### src/rtl/strrep_pkg.sv
package strrep_pkg;
  typedef enum logic [2:0] {
    ST_IDLE, ST_CHECK, ST_START, ST_WAIT, ST_UPDATE, ST_DONE
  } seq_state_t;

  typedef enum logic [1:0] {
    CAUSE_NONE     = 2'b00,
    CAUSE_EXHAUST  = 2'b01,
    CAUSE_MISMATCH = 2'b10,
    CAUSE_ZERO     = 2'b11
  } end_cause_t;
endpackage

### src/rtl/strrep_prefix_dec.sv
module strrep_prefix_dec #(
  parameter int PFX_W = 8,
  parameter logic [PFX_W-2:0] TAG = 7'b1111001
) (
  input  logic [PFX_W-1:0] prefix,
  output logic             hit,
  output logic             zbit
);
  localparam int TAG_W = PFX_W - 1;

  always_comb begin
    hit  = (prefix[PFX_W-1 -: TAG_W] == TAG);
    zbit = prefix[0];
  end
endmodule

### src/rtl/strrep_cnt.sv
module strrep_cnt #(
  parameter int CW = 16
) (
  input  logic          clk,
  input  logic          rst,
  input  logic          load,
  input  logic [CW-1:0] load_val,
  input  logic          dec,
  output logic [CW-1:0] cnt,
  output logic          is_zero
);
  localparam logic [CW-1:0] ONE = {{(CW-1){1'b0}}, 1'b1};

  always_ff @(posedge clk) begin
    if (rst)       cnt <= '0;
    else if (load) cnt <= load_val;
    else if (dec)  cnt <= cnt - ONE;
  end

  assign is_zero = (cnt == '0);

  AST_DEC_NONZERO: assert property (@(posedge clk) disable iff (rst)
    dec |-> !is_zero);
endmodule

### src/rtl/strrep_ctrl.sv
module strrep_ctrl
  import strrep_pkg::*;
(
  input  logic       clk,
  input  logic       rst,
  input  logic       accept,
  input  logic       zbit_in,
  input  logic       cmp_in,
  input  logic       cnt_zero,
  input  logic       prim_done,
  input  logic       prim_zf,
  output logic       load,
  output logic       dec,
  output logic       prim_start,
  output logic       busy,
  output logic       done,
  output logic [1:0] cause
);
  seq_state_t state;
  end_cause_t cause_q;
  logic       zb_q, cmp_q, zf_q, first_q;

  always_ff @(posedge clk) begin
    if (rst) begin
      state   <= ST_IDLE;
      cause_q <= CAUSE_NONE;
      zb_q    <= 1'b0;
      cmp_q   <= 1'b0;
      zf_q    <= 1'b0;
      first_q <= 1'b0;
    end else begin
      case (state)
        ST_IDLE: if (accept) begin
          state   <= ST_CHECK;
          zb_q    <= zbit_in;
          cmp_q   <= cmp_in;
          first_q <= 1'b1;
          cause_q <= CAUSE_NONE;
        end
        ST_CHECK: if (cnt_zero) begin
          state   <= ST_DONE;
          cause_q <= first_q ? CAUSE_ZERO : CAUSE_EXHAUST;
        end else begin
          state <= ST_START;
        end
        ST_START: begin
          state   <= ST_WAIT;
          first_q <= 1'b0;
        end
        ST_WAIT: if (prim_done) begin
          zf_q  <= prim_zf;
          state <= ST_UPDATE;
        end
        ST_UPDATE: if (cmp_q && (zf_q != zb_q)) begin
          state   <= ST_DONE;
          cause_q <= CAUSE_MISMATCH;
        end else begin
          state <= ST_CHECK;
        end
        ST_DONE: state <= ST_IDLE;
        default: state <= ST_IDLE;
      endcase
    end
  end

  assign load       = (state == ST_IDLE) && accept;
  assign dec        = (state == ST_UPDATE);
  assign prim_start = (state == ST_START);
  assign busy       = (state != ST_IDLE);
  assign done       = (state == ST_DONE);
  assign cause      = cause_q;

  AST_START_PULSE: assert property (@(posedge clk) disable iff (rst)
    prim_start |=> !prim_start);
  AST_DONE_PULSE: assert property (@(posedge clk) disable iff (rst)
    done |=> !done);
  AST_DONE_BUSY: assert property (@(posedge clk) disable iff (rst)
    done |-> busy);
  AST_BUSY_FROM_ACCEPT: assert property (@(posedge clk) disable iff (rst)
    $rose(busy) |-> $past(accept));
  AST_ZERO_START: assert property (@(posedge clk) disable iff (rst)
    (done && cause == CAUSE_ZERO) |-> cnt_zero);
  AST_EXHAUST_ZERO: assert property (@(posedge clk) disable iff (rst)
    (done && cause == CAUSE_EXHAUST) |-> cnt_zero);
  AST_MISMATCH_REAL: assert property (@(posedge clk) disable iff (rst)
    (done && cause == CAUSE_MISMATCH) |-> (zf_q != zb_q));
  AST_MOVE_NO_MISMATCH: assert property (@(posedge clk) disable iff (rst)
    (done && !cmp_q) |-> (cause != CAUSE_MISMATCH));
endmodule

### src/rtl/strrep_seq.sv
module strrep_seq #(
  parameter int CW    = 16,
  parameter int PFX_W = 8
) (
  input  logic             clk,
  input  logic             rst,
  input  logic             req_valid,
  input  logic [PFX_W-1:0] req_prefix,
  input  logic             req_cmp,
  input  logic [CW-1:0]    req_count,
  output logic             prim_start,
  input  logic             prim_done,
  input  logic             prim_zf,
  output logic             busy,
  output logic             done,
  output logic [CW-1:0]    final_count,
  output logic [1:0]       cause
);
  logic hit, zbit, load, dec, cnt_zero, accept;

  strrep_prefix_dec #(.PFX_W(PFX_W)) u_dec (
    .prefix (req_prefix),
    .hit    (hit),
    .zbit   (zbit)
  );

  assign accept = req_valid && hit;

  strrep_cnt #(.CW(CW)) u_cnt (
    .clk      (clk),
    .rst      (rst),
    .load     (load),
    .load_val (req_count),
    .dec      (dec),
    .cnt      (final_count),
    .is_zero  (cnt_zero)
  );

  strrep_ctrl u_ctrl (
    .clk        (clk),
    .rst        (rst),
    .accept     (accept),
    .zbit_in    (zbit),
    .cmp_in     (req_cmp),
    .cnt_zero   (cnt_zero),
    .prim_done  (prim_done),
    .prim_zf    (prim_zf),
    .load       (load),
    .dec        (dec),
    .prim_start (prim_start),
    .busy       (busy),
    .done       (done),
    .cause      (cause)
  );
endmodule

### config.mk
export PLATFORM = sky130hd
export DESIGN_NAME = strrep_seq
export DESIGN_NICKNAME = d
export VERILOG_FILES = /design/src/rtl/strrep_pkg.sv /design/src/rtl/strrep_prefix_dec.sv /design/src/rtl/strrep_cnt.sv /design/src/rtl/strrep_ctrl.sv /design/src/rtl/strrep_seq.sv
export SDC_FILE = /design/constraint.sdc
export NUM_CORES = 1
export LEC_CHECK = 0
export ABC_AREA = 1
export BUFFER_PORTS_ARGS = -buffer_cell sky130_fd_sc_hd__buf_4
export CORE_MARGIN = 3
export CORE_UTILIZATION = 40
export CTS_CLUSTER_DIAMETER = 50
export CTS_CLUSTER_SIZE = 14
export DETAILED_ROUTE_END_ITERATION = 8
export HOLD_SLACK_MARGIN = 0.12
export PLACE_DENSITY = 0.61
export SLEW_MARGIN = 20
export SYNTH_ARGS = -nofsm -noshare
export SYNTH_HDL_FRONTEND = slang
export SYNTH_SLANG_ARGS = --single-unit
### constraint.sdc
create_clock -name clk -period 1.65 [get_ports clk]
set_input_delay 0.33 -clock clk [delete_from_list [all_inputs] [get_ports clk]]
set_output_delay 0.33 -clock clk [all_outputs]
set_load 0.02 [all_outputs]
==> impl_metrics.tcl, run 1 <==
set metrics [dict create \
    synth_seq_cells 25 \
    final_nets 377 \
    initial_utilization_pct 42.3 \
    grt_first_pass_wirelength_microns 7670 \
    power.density_mw_per_mm2 495 \
    detailed_route_drc_error_count 0 \
    avgSynthCellArea_sq_um 6.02 \
    cp_peak_stage_delay_ns 0.36 \
    critical_path.top_delay_family "buffers and inverters" \
    rd_place_congestion 0.823 \
    power.leakage_nw 1.19 \
    worst-endpoint-arrival_ns 1.22 \
    final_common_cell "sky130_fd_sc_hd__nand2_1" \
    clock_tree.buffer_depth 2 \
    synth_top_area_cell "sky130_fd_sc_hd__dfxtp_1" \
    fin_tns_setup_ns 0 \
    post_synth_num_cell_types 30 \
    mostFrequentLayoutCells "sky130_fd_sc_hd__nand2_1 (84), sky130_fd_sc_hd__buf_4 (60), sky130_fd_sc_hd__nor2_1 (46)" \
    grt_overflow 0 \
    ctsRootBufferMaster "sky130_fd_sc_hd__clkbuf_8" \
    diodes 0 \
    drt_iter0_markers 61 \
    largest_net_degree_at_the_start_of_global_routing 20 \
    fp.dieH_microns 71.7 \
    fin_util_pct 55.0 \
    numCtsBuffers 3 \
    drv.max_cap_violation_count 0 \
    grt_setup_unrepaired "false" \
    finalSetupViolations 0 \
    timing.final.max_slew_violations 0 \
    setup.worst_path.start_class "register" \
    pwr-share-comb_pct 11.1 \
    cp.required_ns 1.32 \
    tightest_slew_margin_relative_to_the_limit_pct 76.3 \
    critPathCaptureType "output pin" \
    io_buffers 50 \
    post_drt_wl_per_cell_microns 11.8 \
    run_status "finished clean" \
    crit_path_cell_trace "inv_2, nand2_2, nor2_4, buf_4, inv_1, buf_4" \
    place.detailed.hpwl_microns 3700 \
    die_width_microns 71.7 \
    worst_path_max_delay_cell "sky130_fd_sc_hd__dfxtp_1" \
    cts_hold_buf 0 \
    synth_fp_nets 319 \
    period_needed_ns 1.55 \
    p_seq_share_pct 54.6 \
    yosys_warnings 0 \
    fin_skew_ns 0.00346 \
    synthDominantCellAreaShare_pct 29.0 \
    clock_sink_count 25 \
    mappedNetlistArea_sq_mm 0.00173 \
    worst-slew-pin-transition_ns 0.352 \
    dp_slack_ns 0.0351 \
    die-area_sq_mm 0.00514 \
    firstDrtPassIters 4 \
    power.ir.vdd_worst_v 0.000349 \
    p_int_w 0.000842 \
    post_synth_main_area_contributors "sky130_fd_sc_hd__dfxtp_1 (29%), sky130_fd_sc_hd__nand2_1 (18%), sky130_fd_sc_hd__nor2_1 (10%), sky130_fd_sc_hd__inv_1 (8.5%), sky130_fd_sc_hd__nand3_1 (7.0%)" \
    timing.critical_path.buf_inv 4 \
    post-route-worst-setup-slack_ns 0.0967 \
    netlist_instances 287 \
    p_sw_w 0.000271 \
    critical_path_class "reg2out" \
    final_antenna_net_count 0 \
    groute.usage.overall_pct 18.3 \
    vias 1900 \
    routed_wl_microns 4640 \
    tritoncts_clock_tree "built" \
    cts.repair_timing.setup_buffer_count 0 \
    clock_power_share_pct 34.3 \
    crit_path_max_fanout 6 \
    final_cells 394 \
    floorplan.rows 23 \
    design.core.area_sq_mm 0.00409 \
    sw_frac_of_total_pct 24.3 \
    antenna_violations_before_repair 0 \
    hold_violations 0 \
    holdCritPathClass "in2reg" \
    layout_cell_share_with_drive_strength_beyond_1_pct 25.0 \
    io_pins 51 \
    via_per_inst 4.82 \
    first_global_vias 1808 \
    placed_cells_incl_taps 390 \
    clock_insertion_delay_at_the_later_pin_of_the_skew_report_ns 0.27 \
    achievable_frequency_mhz 644 \
    cp_common_cell "sky130_fd_sc_hd__buf_4" \
    htreeDepth 1 \
    area_growth_syn_to_fin_pct 30.1 \
    worst_setup_hold_path_clk_slew_ns 0.09 \
    sequential_to_total_area_share_from_yosys_stat_pct 29.0 \
    final_critical_path_share_of_the_clock_period_pct 94.1 \
]
## flip-flops by register name, indices dropped and copies added, names as in the netlist
name,count
u_ctrl.zf_q,1
u_ctrl.cause,2
u_ctrl.zb_q,1
u_cnt.cnt,16
u_ctrl.cmp_q,1
u_ctrl.state,3
u_ctrl.first_q,1
## power groups by stage
stage | logic [W] | clock network [W] | registers (W)
global placement | 0.000123 | 0 | 0.000622
CTS | 0.000123 | 0.000391 | 0.000608
global route | 0.000138 | 0.000408 | 0.000609
finish | 0.000123 | 0.000382 | 0.000608
floorplan | 0.0000502 | 0 | 0.000624
detailed placement | 0.000123 | 0 | 0.000622
## worst register-to-register path: stages, from the launching register on
cell and delay [ns]:
sky130_fd_sc_hd__dfxtp_1 0.44, sky130_fd_sc_hd__inv_2 0.09, sky130_fd_sc_hd__ha_1 0.22, sky130_fd_sc_hd__nand2_1 0.21
sky130_fd_sc_hd__nor2_1 0.10, sky130_fd_sc_hd__nand3_1 0.08, sky130_fd_sc_hd__nand3_1 0.07, sky130_fd_sc_hd__nand2_1 0.06
sky130_fd_sc_hd__inv_1 0.04, sky130_fd_sc_hd__a21oi_1 0.11
## kinds of logic (layout without fill, tap and decap cells)
kind of cell    count (synthesis)  count (layout)  synth area share, %
fa+ha+maj                       2               2                 1.45
simple gates                  176             176                 45.1
buf+inv                        49             106                 12.5
flops                          25              25                 29.0
compound gates                 34              34                 11.5
xor+xnor                        1               1                0.507
## repair_timing
action,4_1_cts,5_1_grt
hold endpoints to repair,0,0
resized for setup,0,6
endpoints found under the setup margin,0,8
## worst paths after layout
kind	end	slack [ns]	start	cells past startpoint
setup / recovery	busy	0.1	u_ctrl.state[0]$_SDFFE_PP0P_	6
setup reg to reg	u_cnt.cnt[6]$_SDFFE_PP0P_	0.17	u_cnt.cnt[0]$_SDFFE_PP0P_	9
hold / removal	u_ctrl.cmp_q$_SDFFE_PP0P_	0.31	req_cmp	3
hold reg to reg	u_ctrl.zb_q$_SDFFE_PP0P_	0.47	u_ctrl.zb_q$_SDFFE_PP0P_	2
## synth_stat cells
library cell	n
sky130_fd_sc_hd__buf_8	1
sky130_fd_sc_hd__nor2_4	1
sky130_fd_sc_hd__nand2_2	2
sky130_fd_sc_hd__clkbuf_1	2
sky130_fd_sc_hd__ha_1	2
sky130_fd_sc_hd__o21ai_1	1
sky130_fd_sc_hd__o2111ai_1	1
sky130_fd_sc_hd__buf_4	1
sky130_fd_sc_hd__inv_1	39
sky130_fd_sc_hd__o21ai_0	9
sky130_fd_sc_hd__nor3_1	5
sky130_fd_sc_hd__nor2_1	47
sky130_fd_sc_hd__nand3b_1	3
sky130_fd_sc_hd__nand3_4	1
sky130_fd_sc_hd__o211ai_1	2
sky130_fd_sc_hd__nand3_1	24
sky130_fd_sc_hd__a31oi_1	2
sky130_fd_sc_hd__nand4_1	2
sky130_fd_sc_hd__a21oi_2	4
sky130_fd_sc_hd__buf_2	1
sky130_fd_sc_hd__xor2_1	1
sky130_fd_sc_hd__nand3_2	6
sky130_fd_sc_hd__or2_2	1
sky130_fd_sc_hd__buf_6	2
sky130_fd_sc_hd__clkinv_1	1
sky130_fd_sc_hd__inv_2	2
sky130_fd_sc_hd__dfxtp_1	25
sky130_fd_sc_hd__nand2_1	84
sky130_fd_sc_hd__a21oi_1	14
sky130_fd_sc_hd__a22oi_1	1
## per-layer routing
layer	track usage, %	share of wire [%]
met2	32.6	49
met1	22.5	47
met5	0	0
met3	3.37	3.5
met4	5.22	0.50
## cell type report
| cell class | instances | area, sq um |
|---|---|---|
| clock buffer | 3 | 41.3 |
| clock inverter | 1 | 5.00 |
| fill | 459 | 1840 |
| inverter | 42 | 161 |
| multi-input combinational | 213 | 1020 |
| sequential | 25 | 502 |
| tap | 50 | 62.6 |
| timing repair buffer | 60 | 450 |
## metrics by stage
step           area (sq um)  total power (W)  hold WS (ns)
6_report               2250          0.00111         0.315
5_1_grt                2250          0.00115         0.326
4_1_cts                2230          0.00112         0.318
3_5_place_dp           2180         0.000745         0.458
3_3_place_gp           2180         0.000745         0.457
2_1_floorplan          1730         0.000674         0.444
No activity file was read; power rests on OpenSTA's default activity.
==> run 2: changes to the inputs <==
ABC_AREA = not set   (was 1)
PLACE_DENSITY = 0.64   (was 0.61)
==> impl_metrics.tcl, run 2 <==
set metrics [dict create \
    worst_setup_hold_path_clk_slew_ns 0.15 \
    period_needed_ns 1.89 \
    finalSetupViolations 8 \
    groute.usage.overall_pct 21.0 \
    design.core.area_sq_mm 0.00339 \
    initial_utilization_pct 42.1 \
    grt_setup_unrepaired "true" \
    multi_input_comb_area_sq_mm 0.00107 \
    first_global_vias 1591 \
    cp.required_ns 1.89 \
    ys_top_cells_by_count "sky130_fd_sc_hd__dfxtp_1 (25), sky130_fd_sc_hd__nor2_1 (23), sky130_fd_sc_hd__nand2_1 (15)" \
    holdCritPathClass "in2reg" \
    grt_first_pass_wirelength_microns 7160 \
    synth_async_sr_flop_share_pct 0 \
    pwr-share-comb_pct 11.5 \
    most_frequently_used_cell_type_in_the_post_synthesis_netlist "sky130_fd_sc_hd__dfxtp_1" \
    io_buffers 50 \
    io_pins 51 \
    diodes 0 \
    sw_frac_of_total_pct 24.1 \
    filler_cell_count 266 \
    failed_checks "negative setup slack" \
    sequential_to_total_area_share_from_yosys_stat_pct 35.1 \
    detailed_place.area_sq_mm 0.00211 \
    post_synth_main_area_contributors "sky130_fd_sc_hd__dfxtp_1 (35%), sky130_fd_sc_hd__nor2_1 (6.1%), sky130_fd_sc_hd__a211oi_1 (4.7%), sky130_fd_sc_hd__nand2_1 (3.9%), sky130_fd_sc_hd__xor2_1 (3.7%)" \
    synth_top_area_cell "sky130_fd_sc_hd__dfxtp_1" \
    synth-edff-count 0 \
    fp.dieH_microns 65.7 \
    htreeDepth 1 \
    area_growth_syn_to_fin_pct 67.0 \
    p_seq_share_pct 60.3 \
    largest-register "u_cnt.cnt" \
    p_int_w 0.000764 \
    clock_insertion_delay_at_the_later_pin_of_the_skew_report_ns 0.32 \
    p_sw_w 0.000243 \
    floorplan.rows 21 \
    numCtsBuffers 3 \
    post_drt_wl_per_cell_microns 14.7 \
    synthDominantCellAreaShare_pct 35.1 \
    cts_hold_buf 0 \
    crit_path_max_fanout 4 \
    fin_skew_ns 0.00288 \
    critical_path_class "reg2reg" \
    detailed_route_drc_error_count 0 \
    post-route-worst-setup-slack_ns -0.241 \
    hold_violations 0 \
    worst-endpoint-arrival_ns 2.14 \
    run_status "complete, but fails checks" \
    dp_slack_ns -0.262 \
    largest_net_degree_at_the_start_of_global_routing 26 \
    netlist_instances 178 \
    mappedNetlistArea_sq_mm 0.00143 \
    ctsRootBufferMaster "sky130_fd_sc_hd__clkbuf_4" \
    worst-slew-pin-transition_ns 0.322 \
    achievable_frequency_mhz 529 \
    power.ir.vdd_worst_v 0.000404 \
    final_nets 293 \
    routed_wl_microns 4490 \
    finalInstanceArea_sq_mm 0.00238 \
    setup.worst_path.start_class "register" \
    clock_power_share_pct 28.3 \
    synth_seq_cells 25 \
    power.leakage_nw 1.01 \
    final_common_cell "sky130_fd_sc_hd__buf_4" \
    die-area_sq_mm 0.00432 \
    mostFrequentLayoutCells "sky130_fd_sc_hd__buf_4 (83), sky130_fd_sc_hd__nor2_1 (22), sky130_fd_sc_hd__dfxtp_1 (16)" \
    antenna_violations_before_repair 0 \
    grt_overflow 0 \
    synth_fp_nets 210 \
    final_critical_path_share_of_the_clock_period_pct 115 \
    tritoncts_clock_tree "built" \
    max_ffs_per_register 16 \
    vias 1655 \
    yosys_warnings 0 \
    critPathCaptureType "register" \
    tightest_slew_margin_relative_to_the_limit_pct 78.3 \
    post_synth_num_cell_types 46 \
    final.hold.worst_slack_ns 0.230 \
    clock_tree.buffer_depth 2 \
    fin_tns_setup_ns -1.12 \
    power.density_mw_per_mm2 423 \
    avgSynthCellArea_sq_um 8.01 \
    drt_iter0_markers 51 \
    final_antenna_net_count 0 \
    seqCellArea_sq_um 514 \
    layout_cell_share_with_drive_strength_beyond_1_pct 53.1 \
    firstDrtPassIters 4 \
    timing.final.max_slew_violations 0 \
    place.detailed.hpwl_microns 3350 \
    die_width_microns 65.7 \
    clock_sink_count 25 \
    rd_place_congestion 0.866 \
    drv.max_cap_violation_count 0 \
    ys_dominant_reg_cell "sky130_fd_sc_hd__dfxtp_1" \
    via_per_inst 5.41 \
]
run 2: cell count changes in the layout (fill, tap and decap cells not counted), moves of 7 or more:
cell                      delta
sky130_fd_sc_hd__nand2_1    -70
sky130_fd_sc_hd__inv_1      -35
sky130_fd_sc_hd__nor2_1     -24
sky130_fd_sc_hd__buf_4      +23
sky130_fd_sc_hd__nand3_1    -19
sky130_fd_sc_hd__dfxtp_1     -8
sky130_fd_sc_hd__dfxtp_2     +7
run 2: path summary, 6_finish.rpt:
| kind | start | to | slack, ns | cells past startpoint |
|---|---|---|---|---|
| worst min register to register | u_ctrl.cause[0]$_SDFFE_PP0P_ | u_ctrl.cause[0]$_SDFFE_PP0P_ | 0.48 | 2 |
| worst min-delay path | prim_zf | u_ctrl.zf_q$_SDFFE_PP0P_ | 0.23 | 3 |
| worst max register to register | u_cnt.cnt[3]$_SDFFE_PP0P_ | u_cnt.cnt[9]$_SDFFE_PP0P_ | -0.24 | 5 |
| worst max-delay path | u_cnt.cnt[3]$_SDFFE_PP0P_ | u_cnt.cnt[9]$_SDFFE_PP0P_ | -0.24 | 5 |
run 2: metrics by stage:
| step | std cells | utilization, % | total power [W] |
|---|---|---|---|
| 2_1_floorplan | 178 | - | 0.000649 |
| 3_3_place_gp | 296 | 62.3 | 0.000720 |
| 3_5_place_dp | 296 | 62.3 | 0.000723 |
| 4_1_cts | 302 | 64.8 | 0.00101 |
| 5_1_grt | 306 | 70.3 | 0.00104 |
| 6_report | 306 | 70.3 | 0.00101 |
run 2: worst max-delay path, stage by stage (launching register included):
cell                       delay (ns)
sky130_fd_sc_hd__dfxtp_4         0.39
sky130_fd_sc_hd__or4_4           0.54
sky130_fd_sc_hd__buf_4           0.16
sky130_fd_sc_hd__nor2_2          0.07
sky130_fd_sc_hd__or4b_1          0.45
sky130_fd_sc_hd__a311oi_1        0.21
run 2: kinds of logic after synthesis:
kind of cell,share of synthesized area (%)
DFF,35.1
buffers and inverters,4.30
xor gates and xnor gates,4.91
and+or+nand+nor,32.2
adders and majority gates,1.75
AOI/OAI and AO/OA,21.1
muxes,0.702
run 2: timing repair:
item | CTS | global route
endpoints found under the setup margin | 14 | 16
buffers inserted | 2 | 4
resized for setup | 13 | 29
pin swaps | 5 | 9
endpoints found under the hold margin | 0 | 0
run 2: power groups by stage:
| stage | clock (W) | combinational, W | sequential, W |
|---|---|---|---|
| global route | 0.000311 | 0.000124 | 0.000607 |
| detailed placement | 0 | 0.000103 | 0.000620 |
| global placement | 0 | 0.000100 | 0.000619 |
| CTS | 0.000301 | 0.000105 | 0.000607 |
| floorplan | 0 | 0.0000268 | 0.000622 |
| finish | 0.000285 | 0.000116 | 0.000607 |
run 2: routing by layer:
layer / vias to the layer above / track usage (%) / part of all wire (%)
met2: 38 / 37.8 / 52
li1: 835 / - / -
met4: 0 / 6.99 / 1.4
met3: 6 / 2.56 / 3.9
met5: - / 0 / 0
met1: 776 / 25.5 / 42
run 2: layout make-up:
cell class / count / share of cell area (%)
Tap cell: 46 / 2.42
Timing Repair Buffer: 88 / 29.0
Clock buffer: 3 / 0.945
Sequential cell: 25 / 21.6
Multi-Input combinational cell: 137 / 44.9
Inverter: 6 / 0.945
Clock inverter: 1 / 0.210
